$ cat src/rtl/rs_pkg.sv
package rs_pkg;

    localparam int RS_NUM_ST  = 4;
    localparam int RS_NUM_REG = 8;
    localparam int RS_DATA_W  = 32;
    localparam int RS_OP_W    = 4;

    typedef enum logic [1:0] {
        ST_FREE = 2'd0,
        ST_WAIT = 2'd1,
        ST_EXEC = 2'd2
    } st_state_e;

    function automatic int tag_bits(input int n);
        return $clog2(n + 1);
    endfunction

endpackage

$ cat src/rtl/rs_pick.sv
module rs_pick #(
    parameter int N = 4
) (
    input  logic [N-1:0] req,
    output logic [N-1:0] gnt
);
    logic [N:0] seen;

    assign seen[0] = 1'b0;

    for (genvar i = 0; i < N; i++) begin : g_chain
        assign gnt[i]      = req[i] & ~seen[i];
        assign seen[i + 1] = seen[i] | req[i];
    end

endmodule

$ cat src/rtl/rs_status.sv
module rs_status #(
    parameter int NUM_REG = 8,
    parameter int DATA_W  = 32,
    parameter int TAG_W   = 3,
    localparam int REG_W  = $clog2(NUM_REG)
) (
    input  logic              clk,
    input  logic              rst,
    input  logic [REG_W-1:0]  rd_a_reg,
    output logic [TAG_W-1:0]  rd_a_tag,
    output logic [DATA_W-1:0] rd_a_val,
    input  logic [REG_W-1:0]  rd_b_reg,
    output logic [TAG_W-1:0]  rd_b_tag,
    output logic [DATA_W-1:0] rd_b_val,
    input  logic              set_en,
    input  logic [REG_W-1:0]  set_reg,
    input  logic [TAG_W-1:0]  set_tag,
    input  logic              cdb_valid,
    input  logic [TAG_W-1:0]  cdb_tag,
    input  logic [DATA_W-1:0] cdb_value
);
    logic [TAG_W-1:0]  tag_q [NUM_REG];
    logic [DATA_W-1:0] val_q [NUM_REG];

    assign rd_a_tag = tag_q[rd_a_reg];
    assign rd_a_val = val_q[rd_a_reg];
    assign rd_b_tag = tag_q[rd_b_reg];
    assign rd_b_val = val_q[rd_b_reg];

    always_ff @(posedge clk) begin
        if (rst) begin
            for (int i = 0; i < NUM_REG; i++) begin
                tag_q[i] <= '0;
                val_q[i] <= '0;
            end
        end else begin
            for (int i = 0; i < NUM_REG; i++) begin
                if (cdb_valid && tag_q[i] != '0 && tag_q[i] == cdb_tag) begin
                    val_q[i] <= cdb_value;
                    tag_q[i] <= '0;
                end
                if (set_en && set_reg == REG_W'(i)) begin
                    tag_q[i] <= set_tag;
                end
            end
        end
    end

    for (genvar g = 0; g < NUM_REG; g++) begin : g_chk
        // a broadcast with another tag leaves a pending register untouched
        p_keep_other_tag_r9: assert property (@(posedge clk) disable iff (rst)
            (tag_q[g] != '0 && !(set_en && set_reg == REG_W'(g)) &&
             cdb_valid && cdb_tag != tag_q[g])
            |=> (tag_q[g] == $past(tag_q[g]) && val_q[g] == $past(val_q[g])));
    end

endmodule

$ cat src/rtl/rs_station.sv
module rs_station
    import rs_pkg::*;
#(
    parameter int DATA_W = 32,
    parameter int TAG_W  = 3,
    parameter int OP_W   = 4,
    parameter int MY_TAG = 1
) (
    input  logic              clk,
    input  logic              rst,
    input  logic              alloc,
    input  logic [OP_W-1:0]   alloc_op,
    input  logic              alloc_a_ok,
    input  logic [TAG_W-1:0]  alloc_a_tag,
    input  logic [DATA_W-1:0] alloc_a_val,
    input  logic              alloc_b_ok,
    input  logic [TAG_W-1:0]  alloc_b_tag,
    input  logic [DATA_W-1:0] alloc_b_val,
    input  logic              cdb_valid,
    input  logic [TAG_W-1:0]  cdb_tag,
    input  logic [DATA_W-1:0] cdb_value,
    input  logic              take,
    output logic              busy,
    output logic              ready,
    output logic [OP_W-1:0]   op,
    output logic [DATA_W-1:0] a_val,
    output logic [DATA_W-1:0] b_val
);
    localparam logic [TAG_W-1:0] SELF = TAG_W'(MY_TAG);

    st_state_e         state;
    logic              a_ok, b_ok;
    logic [TAG_W-1:0]  a_tag, b_tag;

    assign busy  = (state != ST_FREE);
    assign ready = (state == ST_WAIT) && a_ok && b_ok;

    always_ff @(posedge clk) begin
        if (rst) begin
            state <= ST_FREE;
            a_ok  <= 1'b0;
            b_ok  <= 1'b0;
            a_tag <= '0;
            b_tag <= '0;
            a_val <= '0;
            b_val <= '0;
            op    <= '0;
        end else if (alloc) begin
            state <= ST_WAIT;
            op    <= alloc_op;
            a_ok  <= alloc_a_ok;
            a_tag <= alloc_a_tag;
            a_val <= alloc_a_val;
            b_ok  <= alloc_b_ok;
            b_tag <= alloc_b_tag;
            b_val <= alloc_b_val;
        end else if (state == ST_WAIT) begin
            if (!a_ok && cdb_valid && cdb_tag == a_tag) begin
                a_ok  <= 1'b1;
                a_val <= cdb_value;
            end
            if (!b_ok && cdb_valid && cdb_tag == b_tag) begin
                b_ok  <= 1'b1;
                b_val <= cdb_value;
            end
            if (take) begin
                state <= ST_EXEC;
            end
        end else if (state == ST_EXEC && cdb_valid && cdb_tag == SELF) begin
            state <= ST_FREE;
        end
    end

    // the allocator only hands out a free station
    p_alloc_free_r2: assert property (@(posedge clk) disable iff (rst)
        alloc |-> (state == ST_FREE));

    // dispatch only takes a station with both operands present
    p_take_ready_r6: assert property (@(posedge clk) disable iff (rst)
        take |-> ready);

    // a waiting operand names a real producer other than this station
    p_wait_tag_r4: assert property (@(posedge clk) disable iff (rst)
        (state == ST_WAIT && !a_ok) |-> (a_tag != '0 && a_tag != SELF));

    // an executing station stays busy until its own tag is broadcast
    p_hold_exec_r8: assert property (@(posedge clk) disable iff (rst)
        (state == ST_EXEC && !(cdb_valid && cdb_tag == SELF)) |=> busy);

endmodule

$ cat src/rtl/rs_array.sv
module rs_array
    import rs_pkg::*;
#(
    parameter int NUM_ST  = RS_NUM_ST,
    parameter int NUM_REG = RS_NUM_REG,
    parameter int DATA_W  = RS_DATA_W,
    parameter int OP_W    = RS_OP_W,
    localparam int TAG_W  = tag_bits(NUM_ST),
    localparam int REG_W  = $clog2(NUM_REG)
) (
    input  logic              clk,
    input  logic              rst,
    input  logic              iss_valid,
    output logic              iss_ready,
    input  logic [OP_W-1:0]   iss_op,
    input  logic [REG_W-1:0]  iss_src_a,
    input  logic [REG_W-1:0]  iss_src_b,
    input  logic [REG_W-1:0]  iss_dst,
    output logic [TAG_W-1:0]  iss_tag,
    input  logic              cdb_valid,
    input  logic [TAG_W-1:0]  cdb_tag,
    input  logic [DATA_W-1:0] cdb_value,
    output logic              dsp_valid,
    input  logic              dsp_ready,
    output logic [TAG_W-1:0]  dsp_tag,
    output logic [OP_W-1:0]   dsp_op,
    output logic [DATA_W-1:0] dsp_a,
    output logic [DATA_W-1:0] dsp_b
);
    logic [TAG_W-1:0]  st_a_tag, st_b_tag;
    logic [DATA_W-1:0] rf_a_val, rf_b_val;
    logic              a_pend, b_pend, a_byp, b_byp, a_ok, b_ok;
    logic [DATA_W-1:0] a_val, b_val;
    logic              do_issue;

    logic [NUM_ST-1:0] busy_vec, ready_vec, free_gnt, dsp_gnt;
    logic [OP_W-1:0]   op_arr [NUM_ST];
    logic [DATA_W-1:0] a_arr  [NUM_ST];
    logic [DATA_W-1:0] b_arr  [NUM_ST];

    rs_status #(
        .NUM_REG (NUM_REG),
        .DATA_W  (DATA_W),
        .TAG_W   (TAG_W)
    ) u_status (
        .clk       (clk),
        .rst       (rst),
        .rd_a_reg  (iss_src_a),
        .rd_a_tag  (st_a_tag),
        .rd_a_val  (rf_a_val),
        .rd_b_reg  (iss_src_b),
        .rd_b_tag  (st_b_tag),
        .rd_b_val  (rf_b_val),
        .set_en    (do_issue),
        .set_reg   (iss_dst),
        .set_tag   (iss_tag),
        .cdb_valid (cdb_valid),
        .cdb_tag   (cdb_tag),
        .cdb_value (cdb_value)
    );

    // operand resolution with same-cycle broadcast bypass
    assign a_pend = (st_a_tag != '0);
    assign b_pend = (st_b_tag != '0);
    assign a_byp  = a_pend && cdb_valid && (cdb_tag == st_a_tag);
    assign b_byp  = b_pend && cdb_valid && (cdb_tag == st_b_tag);
    assign a_ok   = !a_pend || a_byp;
    assign b_ok   = !b_pend || b_byp;
    assign a_val  = a_byp ? cdb_value : rf_a_val;
    assign b_val  = b_byp ? cdb_value : rf_b_val;

    rs_pick #(.N(NUM_ST)) u_free_pick (.req(~busy_vec), .gnt(free_gnt));
    rs_pick #(.N(NUM_ST)) u_dsp_pick  (.req(ready_vec), .gnt(dsp_gnt));

    assign iss_ready = ~&busy_vec;
    assign do_issue  = iss_valid && iss_ready;
    assign dsp_valid = |ready_vec;

    always_comb begin
        iss_tag = '0;
        dsp_tag = '0;
        dsp_op  = '0;
        dsp_a   = '0;
        dsp_b   = '0;
        for (int i = 0; i < NUM_ST; i++) begin
            if (free_gnt[i]) iss_tag = TAG_W'(i + 1);
            if (dsp_gnt[i]) begin
                dsp_tag = TAG_W'(i + 1);
                dsp_op  = op_arr[i];
                dsp_a   = a_arr[i];
                dsp_b   = b_arr[i];
            end
        end
    end

    for (genvar s = 0; s < NUM_ST; s++) begin : g_st
        rs_station #(
            .DATA_W (DATA_W),
            .TAG_W  (TAG_W),
            .OP_W   (OP_W),
            .MY_TAG (s + 1)
        ) u_st (
            .clk         (clk),
            .rst         (rst),
            .alloc       (do_issue && free_gnt[s]),
            .alloc_op    (iss_op),
            .alloc_a_ok  (a_ok),
            .alloc_a_tag (st_a_tag),
            .alloc_a_val (a_val),
            .alloc_b_ok  (b_ok),
            .alloc_b_tag (st_b_tag),
            .alloc_b_val (b_val),
            .cdb_valid   (cdb_valid),
            .cdb_tag     (cdb_tag),
            .cdb_value   (cdb_value),
            .take        (dsp_gnt[s] && dsp_ready),
            .busy        (busy_vec[s]),
            .ready       (ready_vec[s]),
            .op          (op_arr[s]),
            .a_val       (a_arr[s]),
            .b_val       (b_arr[s])
        );
    end

    // an accepted issue always receives a nonzero tag in range
    p_issue_tag_r2: assert property (@(posedge clk) disable iff (rst)
        do_issue |-> (iss_tag != '0 && iss_tag <= TAG_W'(NUM_ST)));

    // a full array stays full until some result is broadcast
    p_full_hold_r7: assert property (@(posedge clk) disable iff (rst)
        (!iss_ready && !cdb_valid) |=> !iss_ready);

    // an offer not taken is still offered next cycle
    p_offer_hold_r6: assert property (@(posedge clk) disable iff (rst)
        (dsp_valid && !dsp_ready) |=> dsp_valid);

    // the offered tag names a real station
    p_dsp_tag_r6: assert property (@(posedge clk) disable iff (rst)
        dsp_valid |-> (dsp_tag != '0 && dsp_tag <= TAG_W'(NUM_ST)));

endmodule

$ cat config.mk
export PLATFORM = sky130hd
export DESIGN_NAME = rs_array
export DESIGN_NICKNAME = d
export VERILOG_FILES = /design/src/rtl/rs_pkg.sv /design/src/rtl/rs_pick.sv /design/src/rtl/rs_status.sv /design/src/rtl/rs_station.sv /design/src/rtl/rs_array.sv
export SDC_FILE = /design/constraint.sdc
export NUM_CORES = 1
export LEC_CHECK = 0
export ABC_AREA = 1
export BUFFER_PORTS_ARGS = -buffer_cell sky130_fd_sc_hd__clkbuf_2
export CORE_AREA = 2 2 258 260
export CTS_CLUSTER_DIAMETER = 200
export CTS_CLUSTER_SIZE = 30
export DETAILED_ROUTE_END_ITERATION = 8
export DIE_AREA = 0 0 260 262
export GPL_ROUTABILITY_DRIVEN = 0
export PLACE_DENSITY = 0.65
export SETUP_SLACK_MARGIN = 0.15
export SLEW_MARGIN = 10
export SYNTH_ARGS = -nofsm -noshare
export SYNTH_HDL_FRONTEND = slang
export SYNTH_SLANG_ARGS = --single-unit
$ cat constraint.sdc
create_clock -name clk -period 6.7 [get_ports clk]
set_clock_uncertainty 0.1 [all_clocks]
set_input_delay 1.34 -clock clk [delete_from_list [all_inputs] [get_ports clk]]
set_output_delay 1.34 -clock clk [all_outputs]
set_load 0.05 [all_outputs]
Word-level counts from Yosys, hierarchy flattened
Memory sizes are Yosys's and may differ from the RTL's.
Cells that the tools add are included.

word-level totals
  bits in registers = 312
  RAM bits = 280
  input port bits = 53
  output and inout port bits = 76
  memories = 2

cells by class
  equality and inequality tests = 45
  mux-type cells = 160
  bitwise gates (word level) = 41
  reductions and logical operators = 139

memory list
  name            words  width  rd ports  clocked after Yosys merged registers in  wr ports  RTL line         source
  u_status.val_q  8      32     2         0                                        8         rs_status.sv:23  logic [DATA_W-1:0] val_q [NUM_REG];
  u_status.tag_q  8      3      10        0                                        8         rs_status.sv:22  logic [TAG_W-1:0] tag_q [NUM_REG];

operators with widths
  operator                                       number
  2-to-1 mux 32 bit                              42
  2-to-1 mux 1 bit                               80
  logical AND 1 bit                              69
  2-to-1 mux 3 bit                               22
  == test 3 bit                                  18
  nonzero test 3 bit                             14
  nonzero test 2 bit                             20
  AND reduction 2 bit                            16
  bitwise OR 1 bit                               28
  2-to-1 mux 2 bit                               12
  2-to-1 mux 4 bit                               4
  == test 3 bit, second input constant           5
  == test 3 x 2 -> 1 bit, second input constant  4
  != test 3 x 1 -> 1 bit, second input constant  4
  logical NOT 1 bit                              11
  == test 2 x 1 -> 1 bit, second input constant  4
  == test 2 bit, second input constant           4
  != test 2 x 1 -> 1 bit, second input constant  4
  OR reduction 2 bit                             4
  AND 1 bit                                      6
  == test 3 x 1 -> 1 bit, second input constant  2
  NOT 1 bit                                      6
  NOT 4 bit                                      1
  AND reduction 4 bit                            1
  other kinds (3)                                4

Longest topological paths before layout
  depth after elaboration = 11
  mapped depth = 14
  depth with buffers taken out = 12

By module
A second synthesis with hierarchy kept.

unflattened totals
  cells, all modules = 5234
  area, all modules = 36418.7 µm²

modules (own cells, without submodules)
  module                     instances  cells each  area an instance (µm²)  sequential area each (µm²)
  rs_status                  1          2180        16365.7                 8408.1
  rs_station (g_st[3].u_st)  1          557         4131.5                  1561.5
  rs_station (g_st[2].u_st)  1          556         4120.2                  1561.5
  rs_station (g_st[1].u_st)  1          557         4119.0                  1561.5
  rs_station (g_st[0].u_st)  1          557         4095.2                  1561.5
  rs_array                   1          809         3512.1                  0.0
  rs_pick                    2          9           37.5                    0.0

Least setup slack after synthesis
No wires, ideal clock.

  kind = input to register
  start point = input port cdb_tag[2]
  end point = memory u_status.val_q[4][0], enable pin
  arrival time = 4330 ps
  path slack = 1804 ps
  stages on the path = 8
  path buffers = 3
  cell sequence = buf_4 inv_2 buf_6 buf_6 o21ai_0 nand2_1 o221ai_1 o21ai_0

RTL lines
  element             RTL line         source
  start: declaration  rs_array.sv:21   input logic [TAG_W-1:0] cdb_tag,
  end: declaration    rs_status.sv:23

Worst setup path in the final report
  start point = register g_st[0].u_st.state[0]
  end point = output port dsp_b[17]

on the way
  cells in the longest elaborated chain, start to end = 8
  elaborated cells on any way between the ends = 15
  those cells by class = eq/ne: 1; mux: 4; bitwise: 8; reduce/logical: 2

RTL lines
  element                                         RTL line                       source
  start: declaration                              rs_station.sv:31               st_state_e state;
  start signal: assignment                        rs_station.sv:40               state <= ST_FREE;
  start signal: assignment                        rs_station.sv:49               state <= ST_WAIT;
  start signal: assignment                        rs_station.sv:67               state <= ST_EXEC;
  == test 2 x 1 -> 1 bit *                        rs_station.sv:36               assign ready = (state == ST_WAIT) && a_ok && b_ok;
  logical AND 1 bit * (2 in series)               rs_station.sv:36
  NOT 1 bit or bitwise OR 1 bit (tied branches)   rs_pick.sv:12, rs_pick.sv:13
  AND 1 bit (tied with other cells)               rs_pick.sv:12                  assign gnt[i] = req[i] & ~seen[i];
  2-to-1 mux 32 bit (tied with other cells)       rs_array.sv:87                 if (dsp_gnt[i]) begin
  2-to-1 mux 32 bit or AND 1 bit (tied branches)  rs_array.sv:87, rs_pick.sv:12
  2-to-1 mux 32 bit *                             rs_array.sv:87
  end: declaration                                rs_array.sv:28                 output logic [DATA_W-1:0] dsp_b

Every way passes the cells marked *; elsewhere a longest branch is shown, timed or not.

==> key figures <==
Yosys
  – Yosys cell types: 41
  – Syn. warnings: 0
  – Seq/Total Area, Yosys: 45.1%
  – Synth Flop Type: dfxtp_1
  – Dominant cell type by area after synthesis: edfxtp_1
  – Post-synthesis simple-gate area fraction: between 20% and 30%
  – Number of synthesized flops with an enable pin: 280
  – Syn Nets: 4411
  – Post-synthesis mux area share: 0%
  – Yosys top cell area share: around 26%
  – Mapped Avg Cell Area: 7.45 um^2
  – Mapped Area: about 32000 um^2
  – XOR/XNOR Fraction of Synth Area: less than 1%
  – Post-synthesis register bit count: between 500 and 600
  – Synth Area in Adders: 0%
  – Top-count cell post-synth: nand3_1
  – Main combinational cell family by area after synthesis: compound AO/OA/AOI/OAI gates
  – Top cells by area, synth: edfxtp_1, dfxtp_1, nand3_1
  – Synth top cells by count: nand3_1, inv_1, a21oi_1
  – Cell count after synthesis: between 4000 and 5000
  – Compound-gate portion of the synthesized area: between 20% and 30%
  – FFs w/ async S/R, synth: 0%

Clocking
  – Reg clk slew, reported paths: between 0.1 and 0.15 ns
  – Post-CTS sizing: 0
  – TritonCTS clock tree: built
  – CTS sink cnt: 592
  – Worst-Skew Late Latency: 0.61 ns
  – Post-CTS Setup Repair Bufs: 0
  – Total CTS buffers: 23
  – CTS HTree Levels: 1
  – Root buf cell: clkbuf_16
  – Hold_buf cts: 0
  – Clock Tree Buf Depth: 3

Global route
  – Vias in the first global route: 28416
  – GR Util All Layers: roughly 33%
  – Gr ovfl total: 0
  – Initial antenna violation count: 2
  – First-pass GRT wire length: around 170000 um
  – Largest net degree at the start of global routing: approximately 120

Routing
  – Vias post-DR: just over 30000
  – Vias per cell: around 6.1
  – Drt wl/cell: between 20 and 25 um
  – Starting DRT DRC Count: roughly 4300
  – TritonRoute pass-1 iters: 6
  – Drt drc: 0
  – Final WL: ~120000 um
  – Remaining antenna violation count: 0

Floorplanning
  – Chip width: about 260 um
  – Std-Cell Rows: 94
  – Core area: 65300 um^2
  – IO Pins: 129
  – Die height: about 260 um
  – Initial core utilization: between 40% and 50%
  – Die Area: 68100 um^2

Worst setup path
  – Critical path startpoint: g_st[0].u_st.state[0]
  – Critical path class: flip-flop to output pin
  – FF-to-FF Start: g_st[1].u_st.state[0]
  – Worst EP required: 5.26 ns
  – Critical Path End: dsp_b[17]
  – Critical Path Max Stage Delay: approximately 0.75 ns
  – Crit-path max FO: 31
  – WP buf/inv: 2
  – WP depth: 9
  – WP data arrival: just under 4 ns
  – Worst r2r path cells: 8
  – Worst setup SP type: flip-flop
  – Reg-to-reg slack, setup: ~3 ns
  – Reg-to-reg endpoint: g_st[2].u_st.a_val[19]
  – Cell family with most CP delay: simple AND/OR/NAND/NOR gates
  – Cell repeated most along the worst path: nor2_1
  – Crit path capture type: output pin
  – CP max stage cell: nand2_2
  – Crit-path cells: nand2_1, nor3_4, nor2_1, nand2_2, buf_4, nor2_1, a221oi_1, o21ai_0, clkbuf_2

Timing
  – FMAX: around 180 MHz
  – Max-slew headroom: a little under a fifth
  – Post-route setup TNS: 0 ns
  – Max-slew violations: 0
  – Fin crit period: 5.42 ns
  – Hold WS: 0.362 ns
  – Measured slew at the worst slew-check pin: 1.22 ns
  – Setup Viol. Count Final: 0
  – Final period util: between 80% and 90%
  – Final hold violations: 0
  – Final worst slack: approximately 1.3 ns
  – RSZ-0062 raised after global routing: false

Placement
  – Post-DP HPWL: just under 70000 um
  – Placed cell count: 5068
  – Post-DP Area: about 33000 um^2
  – Dpl ws: 1.45 ns
  – Port Buffers: 128

Pwr
  – Peak supply drop: 164 uV
  – Pwr Density: 209 nW/um^2
  – P_leak: 0.0122 uW

Job
  – Maxcap violations: 0

Layout
  – Share of cells above drive strength 1: roughly 7.6%
  – N_diodes: 0
  – Post-route cell area: roughly 34000 um^2
  – Fin nets: around 4300
  – Syn-to-layout area delta: 4.21%
  – Final Non-Filler Cells: approximately 5000

Worst hold path
  – Hold Crit Class: flip-flop to flip-flop

Status
  – Outcome: complete, no violations
-- worst register-to-register path, cell delays in order (launching register included) --
cell and delay, ns:
dfxtp_1 0.35, nor2_1 0.30, nor2_2 0.13, a21oi_2 0.37
nand2_4 0.42, inv_2 0.91, buf_4 0.74, nand3_1 0.21
a21oi_1 0.15
-- through the flow --
step | total power [uW] | utilization, %
after floorplan | 4920 | -
after global placement | 5300 | 50.9
after detailed placement | 5320 | 50.9
after CTS | 7060 | 51.8
after global routing | 7310 | 51.8
final | 7080 | 51.8
-- cell type report --
class,instances,area [um^2]
clock buffers,33,613
clock inverters,1,8.76
fillers,6521,31400
inverters,649,2440
multi-input cells,2779,14000
flip-flops and latches,592,14700
well taps,864,1080
repair buffers,184,1080
-- power breakdown --
part | leakage (uW) | switching, uW | internal, uW
Sequential | 0.00544 | 78.7 | 3980
Clock | 0.000300 | 1160 | 651
Combinational | 0.00651 | 918 | 295
-- layout by cell type, fill, tap and decap left out, drive strengths merged --
cell type and count:
nor2 348, inv 603, o21ai 599, clkinv 47
edfxtp 280, dfxtp 312, o21bai 8, nand3 731
a221oi 72, xnor2 6, buf 61, nand4 6
or2 5, o2111ai 3, xor2 6, nor3 11
clkbuf 156, nand2 363, and3 1, nor4 5
a21oi 539, o221ai 1, o22ai 66, o211ai 5
a2111oi 4
-- sequential cells by signal, indices dropped and copies added (netlist names) --
register and flops:
g_st.u_st.op 16, g_st.u_st.b_tag 12, u_status.tag_q 24, g_st.u_st.b_ok 4, g_st.u_st.a_ok 4, u_status.val_q 256, g_st.u_st.b_val 128, g_st.u_st.a_tag 12
g_st.u_st.a_val 128, g_st.u_st.state 8
-- cell families (layout without fill, tap and decap cells) --
group / count (synthesis) / count (layout)
buf+inv: 987 / 867
simple gates: 1470 / 1470
compound gates: 1297 / 1297
xor+xnor: 12 / 12
flops: 592 / 592
-- how the worst min path moves through the flow --
stage | from | end | slack, ns | depth (start not counted)
detailed placement | g_st[2].u_st.op[0] | g_st[2].u_st.op[0] | 0.35 | 2
global route | g_st[2].u_st.op[0] | g_st[2].u_st.op[0] | 0.39 | 2
floorplan | g_st[2].u_st.op[3] | g_st[2].u_st.op[3] | 0.33 | 2
CTS | g_st[2].u_st.op[0] | g_st[2].u_st.op[0] | 0.36 | 2
global placement | g_st[2].u_st.op[3] | g_st[2].u_st.op[3] | 0.34 | 2
finish | g_st[2].u_st.op[2] | g_st[2].u_st.op[2] | 0.36 | 2
-- layer usage --
layer  share of wire, %  up-vias  global-route usage, %
li1                   -    14524                      -
met1                 40    14472                   44.5
met2                 45     1671                   52.7
met3                9.6      266                   3.45
met4                6.1        2                   18.1
met5              0.015        -                      0
Note: power is estimated with default switching activity, not from simulation.
